$ cat config.mk
export PLATFORM = sky130hd
export DESIGN_NAME = dma_req_handshake
export DESIGN_NICKNAME = d
export VERILOG_FILES = /design/src/rtl/dma_hs_pkg.sv /design/src/rtl/dma_hs_fifo.sv /design/src/rtl/dma_hs_word_counter.sv /design/src/rtl/dma_hs_req_seq.sv /design/src/rtl/dma_req_handshake.sv
export SDC_FILE = /design/constraint.sdc
export NUM_CORES = 1
export LEC_CHECK = 0
export ABC_CLOCK_PERIOD_IN_PS = 3700
export BUFFER_PORTS_ARGS = -buffer_cell sky130_fd_sc_hd__clkbuf_2
export CAP_MARGIN = 20
export CORE_ASPECT_RATIO = 1.25
export CORE_MARGIN = 5
export CORE_UTILIZATION = 55
export CTS_CLUSTER_DIAMETER = 60
export CTS_CLUSTER_SIZE = 20
export DETAILED_ROUTE_END_ITERATION = 16
export MAX_ROUTING_LAYER = met4
export PLACE_DENSITY = 0.76
export SYNTH_ARGS = -nofsm -noshare
export SYNTH_HDL_FRONTEND = slang
export SYNTH_SLANG_ARGS = --single-unit
$ cat constraint.sdc
create_clock -name clk -period 3.7 [get_ports clk]
set_input_delay 0.37 -clock clk [delete_from_list [all_inputs] [get_ports clk]]
set_output_delay 0.37 -clock clk [all_outputs]
set_load 0.01 [all_outputs]
$ cat src/rtl/dma_hs_pkg.sv
package dma_hs_pkg;
  localparam int unsigned WORD_W = 16;

  // Clocks from command acceptance to the first clock with the request low.
  function automatic logic [1:0] drop_latency(input logic udma, input logic rd);
    if (!udma)   return 2'd1;
    else if (rd) return 2'd2;
    else         return 2'd3;
  endfunction
endpackage

$ cat src/rtl/dma_hs_fifo.sv
module dma_hs_fifo #(
  parameter int unsigned DW    = 16,
  parameter int unsigned DEPTH = 8
) (
  input  logic          clk,
  input  logic          rst_n,
  input  logic          push,
  input  logic [DW-1:0] push_data,
  input  logic          pop,
  output logic [DW-1:0] head,
  output logic          full,
  output logic          empty
);
  localparam int unsigned AW = $clog2(DEPTH);

  logic [DW-1:0] mem [DEPTH];
  logic [AW-1:0] wr_ptr, rd_ptr;
  logic [AW:0]   fill;

  function automatic logic [AW-1:0] bump(input logic [AW-1:0] p);
    return (p == AW'(DEPTH - 1)) ? '0 : p + 1'b1;
  endfunction

  always_ff @(posedge clk) begin
    if (push) mem[wr_ptr] <= push_data;
  end

  always_ff @(posedge clk) begin
    if (!rst_n) begin
      wr_ptr <= '0;
      rd_ptr <= '0;
      fill   <= '0;
    end else begin
      if (push) wr_ptr <= bump(wr_ptr);
      if (pop)  rd_ptr <= bump(rd_ptr);
      case ({push, pop})
        2'b10:   fill <= fill + 1'b1;
        2'b01:   fill <= fill - 1'b1;
        default: fill <= fill;
      endcase
    end
  end

  assign head  = mem[rd_ptr];
  assign full  = (fill == (AW+1)'(DEPTH));
  assign empty = (fill == '0);
endmodule

$ cat src/rtl/dma_hs_word_counter.sv
module dma_hs_word_counter #(
  parameter int unsigned CW = 8
) (
  input  logic          clk,
  input  logic          rst_n,
  input  logic          load,
  input  logic [CW-1:0] init,
  input  logic          dec,
  output logic [CW-1:0] count,
  output logic          zero
);
  always_ff @(posedge clk) begin
    if (!rst_n)               count <= '0;
    else if (load)            count <= init;
    else if (dec && !zero)    count <= count - 1'b1;
  end

  assign zero = (count == '0);
endmodule

$ cat src/rtl/dma_hs_req_seq.sv
module dma_hs_req_seq (
  input  logic       clk,
  input  logic       rst_n,
  input  logic       accept,
  input  logic [1:0] lat,
  input  logic       cond,
  output logic       req,
  output logic       busy
);
  logic [1:0] phase;

  always_ff @(posedge clk) begin
    if (!rst_n) begin
      req   <= 1'b0;
      phase <= '0;
    end else if (accept) begin
      phase <= lat - 2'd1;
      if (lat == 2'd1) req <= 1'b0;
    end else if (phase != '0) begin
      phase <= phase - 2'd1;
      if (phase == 2'd1) req <= 1'b0;
    end else begin
      req <= cond;
    end
  end

  assign busy = (phase != '0);
endmodule

$ cat src/rtl/dma_req_handshake.sv
module dma_req_handshake
  import dma_hs_pkg::*;
#(
  parameter int unsigned DEPTH = 8,
  parameter int unsigned CW    = 8
) (
  input  logic              clk,
  input  logic              rst_n,
  input  logic              mode_udma,
  input  logic              dir_rd,
  input  logic              xfer_en,
  input  logic              cnt_load,
  input  logic [CW-1:0]     cnt_init,
  output logic [CW-1:0]     word_count,
  input  logic              cmd_valid,
  output logic              cmd_ready,
  input  logic [WORD_W-1:0] cmd_wdata,
  output logic              rd_valid,
  output logic [WORD_W-1:0] rd_data,
  input  logic              fill_valid,
  output logic              fill_ready,
  input  logic [WORD_W-1:0] fill_data,
  output logic              drain_valid,
  input  logic              drain_ready,
  output logic [WORD_W-1:0] drain_data,
  output logic              fifo_full,
  output logic              fifo_empty,
  output logic              dma_req
);
  logic              busy, accept, cnt_zero, req_cond;
  logic              push, pop;
  logic [WORD_W-1:0] push_data, head;
  logic              hold_v;
  logic [WORD_W-1:0] hold_q;

  assign cmd_ready = dma_req && !busy;
  assign accept    = cmd_valid && cmd_ready;

  // Ultra DMA write: word parks one clock in the holding register.
  always_ff @(posedge clk) begin
    if (!rst_n) begin
      hold_v <= 1'b0;
      hold_q <= '0;
    end else begin
      hold_v <= accept && mode_udma && !dir_rd;
      if (accept && mode_udma && !dir_rd) hold_q <= cmd_wdata;
    end
  end

  assign fill_ready  = dir_rd && !fifo_full;
  assign drain_valid = !dir_rd && !fifo_empty;
  assign drain_data  = head;

  always_comb begin
    if (dir_rd) begin
      push      = fill_valid && fill_ready;
      push_data = fill_data;
      pop       = accept;
    end else begin
      push      = hold_v || (accept && !mode_udma);
      push_data = hold_v ? hold_q : cmd_wdata;
      pop       = drain_valid && drain_ready;
    end
  end

  always_ff @(posedge clk) begin
    if (!rst_n) begin
      rd_valid <= 1'b0;
      rd_data  <= '0;
    end else begin
      rd_valid <= accept && dir_rd;
      if (accept && dir_rd) rd_data <= head;
    end
  end

  assign req_cond = xfer_en && (dir_rd ? (!fifo_empty && !cnt_zero) : !fifo_full);

  dma_hs_fifo #(.DW(WORD_W), .DEPTH(DEPTH)) u_fifo (
    .clk(clk), .rst_n(rst_n), .push(push), .push_data(push_data),
    .pop(pop), .head(head), .full(fifo_full), .empty(fifo_empty)
  );

  dma_hs_word_counter #(.CW(CW)) u_cnt (
    .clk(clk), .rst_n(rst_n), .load(cnt_load), .init(cnt_init),
    .dec(accept && dir_rd), .count(word_count), .zero(cnt_zero)
  );

  dma_hs_req_seq u_seq (
    .clk(clk), .rst_n(rst_n), .accept(accept),
    .lat(drop_latency(mode_udma, dir_rd)), .cond(req_cond),
    .req(dma_req), .busy(busy)
  );
endmodule

==> results.ini <==
[grt]
grt_pass1_vias = 5080
grt_overflow_total = 0
antenna_found_initial = 0
grt_max_degree = 45
grt_pass1_wl_um = 26800
grt_use_total_pct = 22.0

[timing]
timing.final.crit_share_pct = 85.4
max_freq_ghz = 0.316
worst_slew_pin_slew_ns = 1.16
fin_crit_ns = 3.16
tns_ns = 0
drv_slew = 0
relSlewSlack_pct = 21.6
hold_viol = 0
rsz0062_at_grt = false
setup_slack_ns = 0.540
setup_viol = 0
fin_skew_ns = 0.0112

[clock_network]
cts_max_path_buffers = 2
cts_resized = 0
hold_buffers = 0
cts.sinks = 186
cts_tree = done
clk_latency_ns = 0.43
root_buffer = clkbuf_16
cts_setup_buffers = 0
numCtsBuffers = 17
clk_pin_slew_worst_paths_ns = 0.07
cts.htree.levels = 4

[synth]
syn_area_um2 = 7830
synth_ff_type = edfxtp_1
ys_ff_latch = 186
ys_types = 53
yosys_warnings = 0
synthArstFlopShare_pct = 0
synth_edf_count = 128
synth_nets = 630
synth_area_leaders = edfxtp_1, dfxtp_1, mux4_2
netlist_instances = 570
post-synth-top-area-fraction_pct = 49.1
yosysSeqAreaShare_pct = 63.9
synth_top_cell_by_area = edfxtp_1
syn_area_per_cell_um2 = 13.7

[floorplanning]
start_util_pct = 56.4
io_pins = 96
rows = 48
core_area_um2 = 13900
dieWidth_um = 117
die-height_um = 143
dieArea_um2 = 16700

[drt]
first_iter_violations = 469
drt-pass1-iter-count = 5
routed-via-count = 5061
drc = 0
wl_per_cell_um = 19.9
viasPerCell = 5.93
final_antenna_net_count = 0
wl_um = 17000

[worst_hold_path]
min_path_type = in2reg

[critical_path]
critPathMostFrequentCell = ha_1
crit_required_ns = 4.05
end_kind = flop
cp_max_fo = 11
critPathKind = reg2reg
crit_slowest_cell = mux2_2
start_kind = flop
worstPathArrival_ns = 3.51
path_cells = inv_1, ha_1, and3_1, a21oi_2, mux2_2, ha_1, xor2_1, ha_1, a21oi_1, xor2_1, or3_1, a21oi_1
max_stage_delay_ns = 0.39

[power]
power_leakage_nw = 3.23
p_per_area_nw_per_um2 = 525
ir_drop_v = 0.000362

[outcome]
status = completed

[cells_and_area]
antenna_cells = 0
final_common_cell = edfxtp_1
mostFrequentLayoutCells = edfxtp_1, clkbuf_2, nand2_1, dfxtp_1, nor2_1
area_growth_pct = 15.9
nets = 726
layout-drive-gt1-share_pct = 30.3

[place]
gp_congestion = 0.851
place_hpwl_um = 10700
place_ws_ns = 0.640
port_buffers = 95

[job]
cap_violations = 0

-- stage by stage --
step                      instance area [um2]  std cells  power (mW)  utilization, %  hold WS [ns]
after floorplan                          7830        570        2.86               -         0.436
after global placement                   8520        822        3.06            61.4         0.441
after detailed placement                 8520        822        3.10            61.4         0.450
after CTS                                9070        854        4.79            65.4         0.164
after global routing                     9070        854        4.97            65.4         0.161
final                                    9070        854        4.77            65.4         0.171
-- path summary, 6_finish.rpt --
kind	slack (ns)	depth (start not counted)	endpoint	from
max reg2reg	0.54	12	u_fifo.fill[2]$_SDFFE_PN0P_	u_seq.phase[0]$_SDFFE_PN0P_
max	0.54	12	u_fifo.fill[2]$_SDFFE_PN0P_	u_seq.phase[0]$_SDFFE_PN0P_
min	0.17	3	hold_q[11]$_SDFFE_PN0P_	cmd_wdata[11]
min reg2reg	0.46	2	hold_q[11]$_SDFFE_PN0P_	hold_q[11]$_SDFFE_PN0P_
-- critical path: cells and delay by family, from the launching register on --
family	cells	cell delay [ns]
multiplexers	1	0.39
AO/OA/AOI/OAI	3	0.49
XOR/XNOR	2	0.37
flip-flops	1	0.38
AND/OR/NAND/NOR	2	0.59
buffers and inverters	1	0.06
adder cells (fa/ha/maj)	3	0.81
-- flip-flops by register name (all words and copies together) (netlist names), named ones only --
name and cells:
hold_q 16, hold_v 1, rd_data 16, rd_valid 1
u_cnt.count 8, u_fifo.fill 4, u_fifo.mem 128, u_fifo.rd_ptr 3
u_fifo.wr_ptr 3, u_seq.phase 2, u_seq.req 1
-- routing by layer --
| layer | vias up | wire (um) | global-route usage, % |
|---|---|---|---|
| met4 | 0 | 248 | 6.58 |
| met3 | 26 | 1190 | 4.30 |
| met2 | 212 | 8630 | 35.2 |
| met5 | - | 0 | - |
| li1 | 2338 | - | - |
| met1 | 2485 | 6900 | 28.8 |
-- layout make-up --
cell class | count | area, um2
Clock buffer | 21 | 440
Clock inverter | 11 | 114
Fill cell | 986 | 4800
Inverter | 10 | 37.5
Multi-Input combinational cell | 340 | 2650
Sequential cell | 186 | 5010
Tap cell | 175 | 219
Timing Repair Buffer | 111 | 608
-- logic make-up (layout without fill, tap and decap cells) --
logic type | after synthesis | in the layout | share of synthesized area (%)
AO/OA/AOI/OAI | 88 | 88 | 6.22
buffers and inverters | 44 | 153 | 2.75
multiplexers | 67 | 67 | 14.0
XOR/XNOR | 6 | 6 | 0.671
adder cells (fa/ha/maj) | 11 | 11 | 1.76
AND/OR/NAND/NOR | 168 | 168 | 10.7
flip-flops | 186 | 186 | 63.9
-- power breakdown --
part | internal (mW) | leakage (nW) | switching, mW
clock network | 0.938 | 0.259 | 0.767
logic | 0.284 | 1.34 | 0.378
registers | 2.32 | 1.63 | 0.0830
total | 3.54 | 3.23 | 1.23
-- synth_stat cells (7+ instances only) --
cell / count
mux2i_1: 18
clkbuf_1: 16
a21oi_1: 28
o21ai_0: 45
nand3_1: 15
buf_2: 7
inv_1: 9
mux2_2: 17
nand2_1: 58
mux4_2: 32
ha_1: 11
nor2_1: 50
dfxtp_1: 58
edfxtp_1: 128
(Power assumes the default switching activity.)
